===== src/rtl/bias_seq_pkg.sv =====
package bias_seq_pkg;

  typedef enum logic [2:0] {
    SEQ_OFF       = 3'd0,
    SEQ_REF_WAIT  = 3'd1,
    SEQ_SOFTSTART = 3'd2,
    SEQ_DELAY     = 3'd3,
    SEQ_ACTIVE    = 3'd4
  } seqState_t;

  // Strobes from control to datapath
  typedef struct packed {
    logic regOn;     // regulators and amplifiers running
    logic chargeOn;  // delay capacitor may charge
    logic stageEn;   // switch stage unlocked
  } seqStrobes_t;

endpackage


===== src/rtl/bias_seq_ctrl.sv =====
module bias_seq_ctrl
  import bias_seq_pkg::*;
#(
  parameter int NUM_REG = 3
) (
  input  logic               clk,
  input  logic               rstN,
  input  logic               uvRiseOk,
  input  logic               uvFallLow,
  input  logic               refReady,
  input  logic [NUM_REG-1:0] ssDone,
  input  logic               faultIn,
  input  logic               delayReached,
  output seqStrobes_t        strobes
);

  seqState_t state;
  seqState_t nextState;
  logic      inputGood;
  logic      allDone;

  assign allDone = &ssDone;

  // Hysteresis latch: falling flag wins
  always_ff @(posedge clk) begin
    if (!rstN) begin
      inputGood <= 1'b0;
    end else if (uvFallLow) begin
      inputGood <= 1'b0;
    end else if (uvRiseOk) begin
      inputGood <= 1'b1;
    end
  end

  always_comb begin
    nextState = state;
    if (state == SEQ_OFF) begin
      if (inputGood && !uvFallLow) nextState = SEQ_REF_WAIT;
    end else if (uvFallLow) begin
      nextState = SEQ_OFF;
    end else begin
      case (state)
        SEQ_REF_WAIT: begin
          if (refReady) nextState = SEQ_SOFTSTART;
        end
        SEQ_SOFTSTART: begin
          if (allDone && !faultIn) nextState = SEQ_DELAY;
        end
        SEQ_DELAY: begin
          if (faultIn || !allDone) nextState = SEQ_SOFTSTART;
          else if (delayReached)   nextState = SEQ_ACTIVE;
        end
        SEQ_ACTIVE: begin
          if (faultIn || !allDone) nextState = SEQ_SOFTSTART;
        end
        default: nextState = SEQ_OFF;
      endcase
    end
  end

  always_ff @(posedge clk) begin
    if (!rstN) state <= SEQ_OFF;
    else       state <= nextState;
  end

  always_comb begin
    strobes.regOn    = (state == SEQ_SOFTSTART) || (state == SEQ_DELAY) ||
                       (state == SEQ_ACTIVE);
    strobes.chargeOn = (state == SEQ_DELAY) || (state == SEQ_ACTIVE);
    strobes.stageEn  = (state == SEQ_ACTIVE);
  end

endmodule


===== src/rtl/bias_seq_datapath.sv =====
module bias_seq_datapath
  import bias_seq_pkg::*;
#(
  parameter int NUM_REG     = 3,
  parameter int SYNC_STAGES = 2
) (
  input  logic               clk,
  input  logic               rstN,
  input  seqStrobes_t        strobes,
  input  logic               ctlIn,
  output logic [NUM_REG-1:0] regEn,
  output logic               ampHiZ,
  output logic               delayCharge,
  output logic               delayDischarge,
  output logic               srcSwOn,
  output logic               drnSwOn,
  output logic               comPulldown
);

  localparam int LAST_STAGE = SYNC_STAGES - 1;

  logic [SYNC_STAGES-1:0] syncChain;
  logic                   ctlSync;

  // Steering input synchronizer
  generate
    if (SYNC_STAGES == 1) begin : g_sync1
      always_ff @(posedge clk) begin
        if (!rstN) syncChain <= '0;
        else       syncChain <= ctlIn;
      end
    end else begin : g_syncN
      always_ff @(posedge clk) begin
        if (!rstN) syncChain <= '0;
        else       syncChain <= {syncChain[SYNC_STAGES-2:0], ctlIn};
      end
    end
  endgenerate

  assign ctlSync = syncChain[LAST_STAGE];

  // Per-regulator enable fan-out
  generate
    for (genvar g = 0; g < NUM_REG; g++) begin : g_regEn
      assign regEn[g] = strobes.regOn;
    end
  endgenerate

  assign ampHiZ         = !strobes.regOn;
  assign delayCharge    = strobes.chargeOn;
  assign delayDischarge = !strobes.chargeOn;

  // Break-before-make: a switch may close only if the other was open
  always_ff @(posedge clk) begin
    if (!rstN) begin
      srcSwOn     <= 1'b0;
      drnSwOn     <= 1'b0;
      comPulldown <= 1'b1;
    end else begin
      srcSwOn     <= strobes.stageEn &&  ctlSync && !drnSwOn;
      drnSwOn     <= strobes.stageEn && !ctlSync && !srcSwOn;
      comPulldown <= !strobes.stageEn;
    end
  end

endmodule


===== src/rtl/bias_sequencer.sv =====
module bias_sequencer
  import bias_seq_pkg::*;
#(
  parameter int NUM_REG     = 3,
  parameter int SYNC_STAGES = 2
) (
  input  logic               clk,
  input  logic               rstN,
  input  logic               uvRiseOk,
  input  logic               uvFallLow,
  input  logic               refReady,
  input  logic [NUM_REG-1:0] ssDone,
  input  logic               faultIn,
  input  logic               delayReached,
  input  logic               ctlIn,
  output logic [NUM_REG-1:0] regEn,
  output logic               ampHiZ,
  output logic               delayCharge,
  output logic               delayDischarge,
  output logic               srcSwOn,
  output logic               drnSwOn,
  output logic               comPulldown
);

  seqStrobes_t strobes;

  bias_seq_ctrl #(.NUM_REG(NUM_REG)) i_ctrl (
    .clk          (clk),
    .rstN         (rstN),
    .uvRiseOk     (uvRiseOk),
    .uvFallLow    (uvFallLow),
    .refReady     (refReady),
    .ssDone       (ssDone),
    .faultIn      (faultIn),
    .delayReached (delayReached),
    .strobes      (strobes)
  );

  bias_seq_datapath #(.NUM_REG(NUM_REG), .SYNC_STAGES(SYNC_STAGES)) i_dp (
    .clk            (clk),
    .rstN           (rstN),
    .strobes        (strobes),
    .ctlIn          (ctlIn),
    .regEn          (regEn),
    .ampHiZ         (ampHiZ),
    .delayCharge    (delayCharge),
    .delayDischarge (delayDischarge),
    .srcSwOn        (srcSwOn),
    .drnSwOn        (drnSwOn),
    .comPulldown    (comPulldown)
  );

endmodule


===== config.mk =====
export PLATFORM = sky130hd
export DESIGN_NAME = bias_sequencer
export DESIGN_NICKNAME = d
export VERILOG_FILES = /design/src/rtl/bias_seq_pkg.sv /design/src/rtl/bias_seq_ctrl.sv /design/src/rtl/bias_seq_datapath.sv /design/src/rtl/bias_sequencer.sv
export SDC_FILE = /design/constraint.sdc
export NUM_CORES = 1
export LEC_CHECK = 0
export BUFFER_PORTS_ARGS = -buffer_cell sky130_fd_sc_hd__buf_4
export CAP_MARGIN = 30
export CORE_AREA = 2 2 39 41
export DETAILED_ROUTE_END_ITERATION = 8
export DIE_AREA = 0 0 41 43
export GPL_TIMING_DRIVEN = 0
export SLEW_MARGIN = 20
export SYNTH_ARGS = -nofsm -noshare
export SYNTH_HDL_FRONTEND = slang
export SYNTH_SLANG_ARGS = --single-unit

===== constraint.sdc =====
create_clock -name clk -period 1.2 [get_ports clk]
set_input_delay 0.06 -clock clk [delete_from_list [all_inputs] [get_ports clk]]
set_output_delay 0.06 -clock clk [all_outputs]
set_load 0.02 [all_outputs]

* Word level (Yosys, flattened, before mapping)
Cells that the tools add are included.
** Word-level totals
- Bits in registers :: 9
- Input bits :: 11
- Logic and storage cells :: 48
** Operators by class
- Equal/unequal tests :: 9
- Multiplexer cells :: 9
- Bitwise gates (word level) :: 1
- Reduce and logical (&&, ||, !) cells :: 23
** Operators by type and width (number)
- $mux 3 :: 8
- $pmux 3 s4 :: 1
- $logic_not 1->1 :: 9
- $eq 3x2->1 const B :: 2
- $logic_and 1x1->1 :: 6
- $ne 5x3->1 const B :: 1
- $reduce_and 5->1 :: 1
- $logic_or 1x1->1 :: 4
- $ne 4x2->1 const B :: 1
- $ne 4x3->1 const B :: 1
- $ne 4x4->1 const B :: 1
- $eq 3x1->1 const B :: 1
- $eq 3x3->1 const B :: 1
- $logic_not 3->1 :: 1
- $reduce_and 3->1 :: 1
- $ne 2x2->1 const B :: 1
- $reduce_or 2->1 :: 1
- $not 1->1 :: 1

* Depth between registers and ports, before layout
Gate-level depths: netlist of the first run.
- Depth after elaboration :: 7
- Mapped depth :: 4
- Mapped depth without buffers :: 3

* Hierarchy
Synthesis of the first run repeated with hierarchy kept, for this count alone.
** Second synthesis, totals
- Cell total of the unflattened synthesis :: 58
- Area total of the unflattened synthesis :: 508.0 sq um
** By module, submodules not included
- bias_seq_ctrl :: times used 1, cells each 42, area each 329.1 sq um
- bias_seq_datapath :: times used 1, cells each 16, area each 178.9 sq um

* Worst setup path after synthesis of the first run
OpenSTA, ideal clock, no wires.
- Path kind :: register to output
- Start point :: register i_ctrl.state[0]
- End point :: output port regEn[1]
- Data arrival time :: 1145 ps
- Data required time :: 1140 ps
- Slack :: -5 ps
- Cell stages (with the launch flop) :: 5
- Buffers on the path :: 2
- Cells stage by stage :: dfxtp_1 buf_6 nor3b_4 or2_1 buf_4
** Between the ends
- Cells in the longest elaborated chain, start to end :: 3
** Ends and longest elaborated chain
- start, declared :: RTL line bias_seq_ctrl.sv:17 : seqState_t state;
- start signal, assigned :: RTL line bias_seq_ctrl.sv:63 : else state <= nextState;
- $eq 3x2->1 :: RTL line bias_seq_ctrl.sv:67 : strobes.regOn = (state == SEQ_SOFTSTART) || (state == SEQ_DELAY) ||
- $logic_or 1x1->1 :: RTL line bias_seq_ctrl.sv:67
- $logic_or 1x1->1 * :: RTL line bias_seq_ctrl.sv:67
- end, declared :: RTL line bias_sequencer.sv:16 : output logic [NUM_REG-1:0] regEn,
Mark *: on every way between the ends. The rest lies on a longest branch, timed or not.

* Worst setup path after layout of the first run
- Start point :: register i_ctrl.state[1]
- End point :: output port regEn[1]
Same word-level chain as after synthesis.

==> reports/qor.yml, run 1 <==
worst_setup_path:
  slowest_delay_ns: 0.33
  crit_type: "reg2out"
  worstPathCellList: "buf_12 -> nor3b_4 -> or2_4 -> buf_6 -> buf_6"
  setup.worst_path.end_class: "primary output"
  critPathBufInv: 3
  r2r_cells: 5
  crit_required_ns: 1.14
  cp_num_cells: 5
  crit_top_cell: "buf_6"
  startpoint_type: "flop"
  arrival_ns: 1.27
  critPathMaxFanout: 4
  cp_top_family: "simple AND/OR/NAND/NOR gates"
  crit_slowest_cell: "dfxtp_2"
yosys:
  ys_ff_latch: 9
  netlist_area_um2: 402
  yosys_warnings: 0
  synthFlopType: "dfxtp_1"
  ys_seq_area_frac: 0.449
  synth_nets: 50
  synth_edf_count: 0
  synth.distinct_cells: 23
  syn_inst: 39
  async_reset_ff_frac: 0
  syn_avg_cell_area_um2: 10.3
drt:
  drc: 0
  drt_first_iter_violations: 9
  drt-total-wl_um: 841
  dr.pass1.iters: 4
  ant_nets: 0
  num_vias: 382
  viasPerCell: 4.55
  drt-wirelength-per-cell_um: 10.0
clocking:
  htreeDepth: 1
  cts_buffer_depth: 2
  cts_inserted_buffers: 3
  cts_tree: "yes"
  path_clk_slew_ns: 0.06
  clockRootBuffer: "clkbuf_4"
  clock_latency_ns: 0.26
  cts.sinks: 9
run_status:
  outcome: "finished, violations left"
  violations: "negative setup slack"
timing:
  timing.fmax_mhz: 753
  setup_slack_ns: -0.129
  skew_ns: 0.00172
  setup_tns_ns: -0.525
  setup_viol: 6
  finalHoldViolCount: 0
  slew_headroom: 0.880
  timing.final.crit_share: 1.11
  drv_slew: 0
  period_needed_ns: 1.33
  rsz0062_at_grt: "true"
  tightest_slew_ns: 0.179
final_layout:
  final.fill_count: 140
  seq_area_um2: 183
  insertedDiodeCount: 0
  multiInputGateArea_um2: 200
  drive_above_1_share: 0.618
  final_area_um2: 699
  layout.nets: 80
  areaGrowthSynthToFinish_pct: 74.1
floorplan:
  start_util: 0.290
  dieWidth_um: 41
  dieHeight_um: 43
  dieArea_mm2: 0.00176
  core_mm2: 0.00138
  io_pins: 20
  rows: 14
hold_path:
  min_path_cells: 2
  hold_path_class: "in2reg"
global_routing:
  grt_usage: 0.116
  grt_pass1_vias: 336
  grt_max_degree: 8
  globalRouteOverflowTotal: 0
  antenna_found_initial: 0
  grt_first_pass_wirelength_um: 1350
placement:
  io_buffers: 19
  gp_congestion: 0.742
  place_area_um2: 567
power:
  total_power_uw: 611
  irDropWorstVdd_uv: 396
  p_per_area_mw_per_mm2: 873
  power_leakage_nw: 0.317
flow_run:
  drv_cap: 0
==> registers in the layout, indices dropped and copies added (netlist names) <==
register / count
i_dp.drnSwOn: 1
i_dp.comPulldown: 1
i_dp.srcSwOn: 1
i_ctrl.state: 3
i_dp.syncChain: 2
i_ctrl.inputGood: 1
==> placed cells by master, fill, tap and decap left out, drive strengths merged, types with 2 or more instances in the layout <==
cell type	instances
nor3b	2
nor3	2
a31oi	2
clkbuf	4
dfxtp	9
nand2	2
and2	2
inv	4
nor2	2
buf	27
==> report_power, final <==
group	internal [mW]	switching (mW)
Sequential	0.305	0.00245
Combinational	0.0417	0.0235
Clock	0.128	0.110
Total	0.475	0.136
==> worst paths after layout <==
kind              slack, ns           endpoint               from
setup / recovery      -0.13           regEn[1]    i_ctrl.state[1]
hold / removal        0.007  i_dp.syncChain[0]              ctlIn
setup reg to reg          0    i_ctrl.state[1]    i_ctrl.state[1]
hold reg to reg        0.42       i_dp.drnSwOn  i_dp.syncChain[1]
==> synthesized netlist by cell type, types with 2 or more instances <==
library cell  instances  area share
dfxtp_1               9        0.45
and2_1                2       0.031
a31oi_1               2       0.031
buf_4                 2       0.037
inv_1                 4       0.037
nor3_1                2       0.025
nor2_1                2       0.019
==> metal layers <==
metal | track usage | part of all wire
met4 | 0.100 | 0
met5 | 0 | 0
met1 | 0.134 | 0.44
met3 | 0.0157 | 0.040
met2 | 0.175 | 0.52
==> through the flow <==
| stage | cells | hold slack (ns) | utilization | worst slack [ns] |
|---|---|---|---|---|
| floorplan | 39 | 0.151 | - | 0.112 |
| global placement | 74 | 0.262 | 0.410 | 0.0254 |
| detailed placement | 74 | 0.272 | 0.410 | -0.000879 |
| CTS | 83 | 0.00270 | 0.493 | -0.148 |
| global route | 84 | 0.00290 | 0.505 | -0.187 |
| finish | 84 | 0.00693 | 0.505 | -0.129 |
==> worst reg2reg max path, delay by kind of cell, from the launching register on <==
kind	cells	cell delay, ns
compound gates	2	0.28
buf+inv	2	0.29
flops	1	0.33
simple gates	1	0.19
==> area by class of cell <==
class                      instances  share of cell area
clock buffer                       4              0.0376
buffer                             3              0.0483
sequential                         9               0.261
tap                               16              0.0286
inverter                           4              0.0215
timing repair buffer              25               0.317
multi-input combinational         23               0.286
==> cell families after synthesis <==
group / count (synthesis) / share of synthesized area
compound gates: 9 / 0.165
buf+inv: 7 / 0.103
flops: 9 / 0.449
simple gates: 14 / 0.284
==> what timing repair did <==
action / in CTS / in global routing
endpoints found under the hold margin: 1 / 0
resized for setup: 12 / 2
buffers inserted: 4 / 2
hold buffers: 1 / 0
setup endpoints to repair: 6 / 8
pin swaps: 2 / 0
(Power assumes the default switching activity.)
==> run 2: changes to the inputs <==
--- a/config.mk
+++ b/config.mk
@@ -5,7 +5,7 @@
 export SDC_FILE = /design/constraint.sdc
 export NUM_CORES = 1
 export LEC_CHECK = 0
-export BUFFER_PORTS_ARGS = -buffer_cell sky130_fd_sc_hd__buf_4
+export BUFFER_PORTS_ARGS = -buffer_cell sky130_fd_sc_hd__buf_2
 export CAP_MARGIN = 30
 export CORE_AREA = 2 2 39 41
 export DETAILED_ROUTE_END_ITERATION = 8
==> reports/qor.yml, run 2 (synthesized netlist as in run 1, its figures left out) <==
run_status:
  outcome: "finished, violations left"
  violations: "negative setup slack"
timing:
  skew_ns: 0.00328  # +0.00157 ns
  setup_slack_ns: -0.112  # +0.0165 ns
  setup_viol: 4  # -2
  period_needed_ns: 1.31  # -0.0165 ns
  whs_ns: 0.0378  # +0.0309 ns
  tightest_slew_ns: 0.181  # +0.00230 ns
  timing.final.crit_share: 1.09  # -0.0138
  finalHoldViolCount: 0  # unchanged
  drv_slew: 0  # unchanged
  slew_headroom: 0.879  # about the same
  rsz0062_at_grt: "true"
  timing.fmax_mhz: 762  # +1.3%
clocking:
  cts_inserted_buffers: 3  # unchanged
  htreeDepth: 1  # unchanged
  clock_latency_ns: 0.26  # about the same
  cts.sinks: 9  # unchanged
  cts_buffer_depth: 2  # unchanged
  path_clk_slew_ns: 0.06  # about the same
  clockRootBuffer: "clkbuf_4"
  cts_tree: "yes"
floorplan:
  core_mm2: 0.00138  # unchanged
  start_util: 0.290  # unchanged
  dieArea_mm2: 0.00176  # unchanged
  io_pins: 20  # unchanged
  dieWidth_um: 41  # unchanged
  rows: 14  # unchanged
  dieHeight_um: 43  # unchanged
placement:
  gp_congestion: 0.735  # -0.90%
  hpwl_um: 528
  io_buffers: 19  # unchanged
final_layout:
  reg_top3: "i_ctrl.state (3), i_dp.syncChain (2)"
  seq_area_um2: 191  # +4.8%
  areaGrowthSynthToFinish_pct: 59.8
  layout.nets: 79  # -1.3%
  drive_above_1_share: 0.582  # -0.0356
  multiInputGateArea_um2: 190  # -5.0%
  layout_commonest_cell: "buf_2"
  top_register: "i_ctrl.state"
  final.fill_count: 134  # -4.3%
  largest_register_ffs: 3  # unchanged
  insertedDiodeCount: 0  # unchanged
  final_cell_mix: "buf_2, buf_6, dfxtp_1"
  final_util: 0.464  # -0.0416
flow_run:
  drv_cap: 0  # unchanged
global_routing:
  grt_pass1_vias: 340  # +1.2%
  grt_max_degree: 8  # unchanged
  met2_usage: 0.163  # -0.0125
  top_usage_layer: "met2"
  antenna_found_initial: 0  # unchanged
  grt_util_met1: 0.137  # +0.00282
  met3_usage: 0.0157  # unchanged
  grt_usage: 0.113  # -0.00314
  globalRouteOverflowTotal: 0  # unchanged
  grt_first_pass_wirelength_um: 1330  # -1.6%
drt:
  viasPerCell: 4.25  # -6.5%
  drt-wirelength-per-cell_um: 8.98  # -10%
  num_vias: 353  # -7.6%
  ant_nets: 0  # unchanged
  drt_first_iter_violations: 1  # -8
  dr.pass1.iters: 2  # -2
  drc: 0  # unchanged
  drt-total-wl_um: 745  # -11%
hold_path:
  worstHoldStart: "rstN"
  hold_path_class: "in2reg"
  min_path_cells: 2  # unchanged
power:
  total_power_uw: 594  # -2.7%
  power_leakage_nw: 0.293  # -7.6%
  irDropWorstVdd_uv: 422  # +6.7%
  p_per_area_mw_per_mm2: 926  # +6.0%
worst_setup_path:
  cp_top_family: "simple AND/OR/NAND/NOR gates"
  crit_slowest_cell: "dfxtp_4"
  startpoint_type: "flop"
  setup.worst_path.end_class: "primary output"
  cp_num_cells: 4  # -1
  worstPathCellList: "nor3b_4 -> or2_4 -> buf_6 -> buf_6"
  critPathLaunch: "i_ctrl.state[2]"
  slowest_delay_ns: 0.36  # +0.03 ns
  worstReg2RegStart: "i_ctrl.state[2]"
  arrival_ns: 1.25  # -0.02 ns
  critPathBufInv: 2  # -1
  critPathMaxFanout: 4  # unchanged
  crit_type: "reg2out"
  crit_required_ns: 1.14  # about the same
  reg2reg_slack_ns: 0.07  # +0.07 ns
  r2r_cells: 4  # -1
  crit_top_cell: "buf_6"
[run 2: area by class of cell]
cell class                 count  share of cell area
buffer                         2              0.0351
clock buffer                   4              0.0409
inverter                       4              0.0234
multi-input combinational     23               0.296
sequential                     9               0.298
tap                           16              0.0312
timing repair buffer          25               0.275
[run 2: path summary, 6_finish.rpt]
| kind | to |
|---|---|
| setup / recovery | regEn[1] |
| hold reg to reg | i_dp.drnSwOn |
| setup reg to reg | i_ctrl.state[1] |
| hold / removal | i_dp.comPulldown |
[run 2: worst register-to-register path, cell delays in order, from the launching register on]
cell	delay, ns
dfxtp_4	0.37
nor3b_4	0.21
buf_4	0.16
a31oi_1	0.05
o221a_1	0.24
[run 2: power breakdown]
| group | total (mW) | internal (mW) | leakage [nW] | switching (mW) |
|---|---|---|---|---|
| clock | 0.240 | 0.128 | 0.0150 | 0.111 |
| combinational | 0.0524 | 0.0309 | 0.202 | 0.0215 |
| sequential | 0.302 | 0.299 | 0.0756 | 0.00294 |
| total | 0.594 | 0.458 | 0.293 | 0.136 |
[run 2: per-stage QoR]
stage	setup TNS [ns]	cells	setup WS [ns]	cell area (µm²)
after floorplan	0	39	0.112	404
after global placement	0	74	0.00515	519
after detailed placement	-0.0113	74	-0.00711	519
after CTS	-0.358	82	-0.121	628
after global routing	-0.593	83	-0.154	642
final	-0.323	83	-0.112	642
[run 2: what timing repair did]
| action | 4_1_cts | 5_1_grt |
|---|---|---|
| pin swaps | 2 | 0 |
| endpoints found under the hold margin | 2 | 0 |
| hold buffers | 2 | 0 |
| setup buffers | 3 | 1 |
| resized for setup | 19 | 2 |
| cloned | 0 | 0 |
| endpoints found under the setup margin | 6 | 6 |
[run 2: metal layers]
layer	share of wire	vias to the layer above
li1	-	190
met1	0.43	147
met2	0.51	14
met3	0.039	2
met4	0.019	0
met5	0	-
==> run 3: changes to the inputs <==
--- a/config.mk
+++ b/config.mk
@@ -5,6 +5,7 @@
 export SDC_FILE = /design/constraint.sdc
 export NUM_CORES = 1
 export LEC_CHECK = 0
+export ABC_AREA = 1
 export BUFFER_PORTS_ARGS = -buffer_cell sky130_fd_sc_hd__buf_2
 export CAP_MARGIN = 30
 export CORE_AREA = 2 2 39 41
==> reports/qor.yml, run 3 <==
run_status:
  outcome: "finished, violations left"
  violations: "negative setup slack"
timing:
  period_needed_ns: 1.28  # -0.0279 ns
  whs_ns: 0.0303  # -0.00754 ns
  timing.fmax_mhz: 779  # +2.2%
  rsz0062_at_grt: "true"
  setup_viol: 4  # unchanged
  tightest_slew_ns: 0.240  # +0.0589 ns
  drv_slew: 0  # unchanged
  skew_ns: 0.00134  # -0.00194 ns
  setup_slack_ns: -0.0844  # +0.0279 ns
  slew_headroom: 0.839  # -0.0406
  timing.final.crit_share: 1.07  # -0.0232
  finalHoldViolCount: 0  # unchanged
worst_setup_path:
  cp_top_family: "flip-flops"
  setup.worst_path.end_class: "primary output"
  arrival_ns: 1.22  # -0.03 ns
  critPathLaunch: "i_ctrl.state[0]"
  startpoint_type: "flop"
  cp_num_cells: 7  # +3
  critPathCapture: "regEn[1]"
  crit_top_cell: "buf_6"
  worstReg2RegStart: "i_ctrl.state[0]"
  worstPathCellList: "nor2_1 -> nand2_1 -> nand2_2 -> nor2_4 -> inv_2 -> buf_6 -> buf_6"
  slowest_delay_ns: 0.37  # about the same
  critPathMaxFanout: 5  # +1
  crit_type: "reg2out"
  reg2reg_slack_ns: 0.04  # -0.03 ns
  r2r_cells: 9  # +5
  rr_endpoint: "i_ctrl.state[2]"
  crit_slowest_cell: "dfxtp_4"
  crit_required_ns: 1.14  # about the same
  critPathBufInv: 3  # +1
yosys:
  yosys_warnings: 0  # unchanged
  syn_avg_cell_area_um2: 6.16  # -40%
  synth_area_leaders: "dfxtp_1, nand2_1, nor2_1, nand3_1, inv_1"
  synthTopCellsByCount: "nand2_1, nor2_1, dfxtp_1, inv_1, nand3_1"
  syn_inst: 80  # +110%
  async_reset_ff_frac: 0  # unchanged
  synth.most_common_cell: "nand2_1"
  netlist_area_um2: 493  # +23%
  ys_seq_area_frac: 0.365  # -0.0831
  ys_ff_latch: 9  # unchanged
  synth_top_area_share: 0.365  # -0.0831
  synthFlopType: "dfxtp_1"
  synth_nets: 91  # +82%
  synth_edf_count: 0  # unchanged
  synth.distinct_cells: 14  # -39%
  synth_top_cell_by_area: "dfxtp_1"
drt:
  drt-total-wl_um: 1010  # +36%
  dr.pass1.iters: 2  # unchanged
  drt_first_iter_violations: 5  # +4
  viasPerCell: 4.35  # +2.3%
  ant_nets: 0  # unchanged
  num_vias: 531  # +50%
  drt-wirelength-per-cell_um: 8.30  # -7.6%
  drc: 0  # unchanged
global_routing:
  grt_first_pass_wirelength_um: 1780  # +34%
  grt_max_degree: 8  # unchanged
  grt_usage: 0.147  # +0.0346
  grt_pass1_vias: 459  # +35%
  antenna_found_initial: 0  # unchanged
  globalRouteOverflowTotal: 0  # unchanged
placement:
  gp_congestion: 0.884  # +20%
  dpl_worst_slack_ns: -0.104  # -0.0965 ns
  hpwl_um: 790  # +50%
  io_buffers: 19  # unchanged
  placedCellCount: 115  # +55%
final_layout:
  largest_register_ffs: 3  # unchanged
  layout.nets: 118  # +49%
  final_util: 0.528  # +0.0642
  final.fill_count: 151  # +13%
  multiInputGateArea_um2: 274  # +44%
  final_cells: 122  # +47%
  reg_top3: "i_ctrl.state (3), i_dp.syncChain (2)"
  areaGrowthSynthToFinish_pct: 48.2
  top_register: "i_ctrl.state"
  seq_area_um2: 191  # unchanged
  final_cell_mix: "nand2_1, buf_2, nor2_1"
  drive_above_1_share: 0.434  # -0.148
  insertedDiodeCount: 0  # unchanged
  layout_commonest_cell: "nand2_1"
clocking:
  clock_latency_ns: 0.26  # about the same
  htreeDepth: 1  # unchanged
  cts_inserted_buffers: 3  # unchanged
  cts.sinks: 9  # unchanged
  cts_buffer_depth: 2  # unchanged
  clockRootBuffer: "clkbuf_4"
  path_clk_slew_ns: 0.06  # about the same
  cts_tree: "yes"
floorplan:
  dieWidth_um: 41  # unchanged
  io_pins: 20  # unchanged
  dieHeight_um: 43  # unchanged
  dieArea_mm2: 0.00176  # unchanged
  rows: 14  # unchanged
  core_mm2: 0.00138  # unchanged
  start_util: 0.356  # +0.0660
power:
  p_per_area_mw_per_mm2: 2160  # +130%
  power_leakage_nw: 0.394  # +35%
  irDropWorstVdd_uv: 1140  # +170%
  total_power_mw: 1.58  # +170%
flow_run:
  drv_cap: 0  # unchanged
hold_path:
  hold_path_class: "in2reg"
  min_path_cells: 2  # unchanged
==> run 3: changes by cell type in the layout (fill, tap and decap cells not counted), sizes merged, moves of 2 or more <==
| cell | before | now |
|---|---|---|
| nand3 | 0 | 7 |
| nor2 | 2 | 18 |
| and2 | 2 | 0 |
| inv | 4 | 13 |
| a21oi | 1 | 3 |
| nand2 | 2 | 24 |
| buf | 25 | 23 |
| a31oi | 2 | 0 |
==> run 3: per-stage QoR <==
step | instance area, µm² | TNS, ns
after CTS | 706 | -0.299
after floorplan | 500 | 0
after global routing | 731 | -0.838
after global placement | 616 | -0.168
after detailed placement | 616 | -0.163
final | 731 | -0.262
==> run 3: cell type report <==
class | instances | area share
multi-input combinational | 56 | 0.375
sequential | 9 | 0.262
timing repair buffer | 22 | 0.202
inverter | 13 | 0.0668
clock buffer | 4 | 0.0360
buffer | 2 | 0.0308
tap | 16 | 0.0274
==> run 3: power breakdown <==
part | total, mW | internal [mW] | switching (mW)
Sequential | 0.426 | 0.368 | 0.0581
Clock | 0.225 | 0.128 | 0.0976
Combinational | 0.926 | 0.425 | 0.501
Total | 1.58 | 0.921 | 0.657
==> run 3: cells by family after synthesis <==
logic type | share of synthesized area
AOI/OAI and AO/OA | 0.0406
DFF | 0.365
buffers and inverters | 0.129
and+or+nand+nor | 0.464
==> run 3: worst min-delay path by stage <==
stage / endpoint / start / slack, ns
final: i_ctrl.inputGood / uvFallLow / 0.03
after CTS: i_ctrl.inputGood / uvFallLow / 0.02
after global placement: i_dp.syncChain[0] / ctlIn / 0.24
after detailed placement: i_dp.syncChain[0] / ctlIn / 0.25
after floorplan: i_ctrl.inputGood / uvFallLow / 0.13
after global routing: i_ctrl.inputGood / uvFallLow / 0.02
==> run 3: routing by layer <==
metal / vias up / wire length [µm] / GRT usage
met5: - / 0 / 0
met1: 223 / 461 / 0.184
li1: 295 / - / -
met2: 13 / 500 / 0.225
met4: 0 / 0 / 0.0400
met3: 0 / 50 / 0.0628
==> run 3: repair_timing <==
| action | 4_1_cts | 5_1_grt |
|---|---|---|
| hold buffers | 1 | 0 |
| hold endpoints to repair | 1 | 0 |
| pin swaps | 3 | 4 |
| gates resized for setup | 17 | 6 |
| setup endpoints to repair | 9 | 9 |
| setup buffers | 1 | 1 |
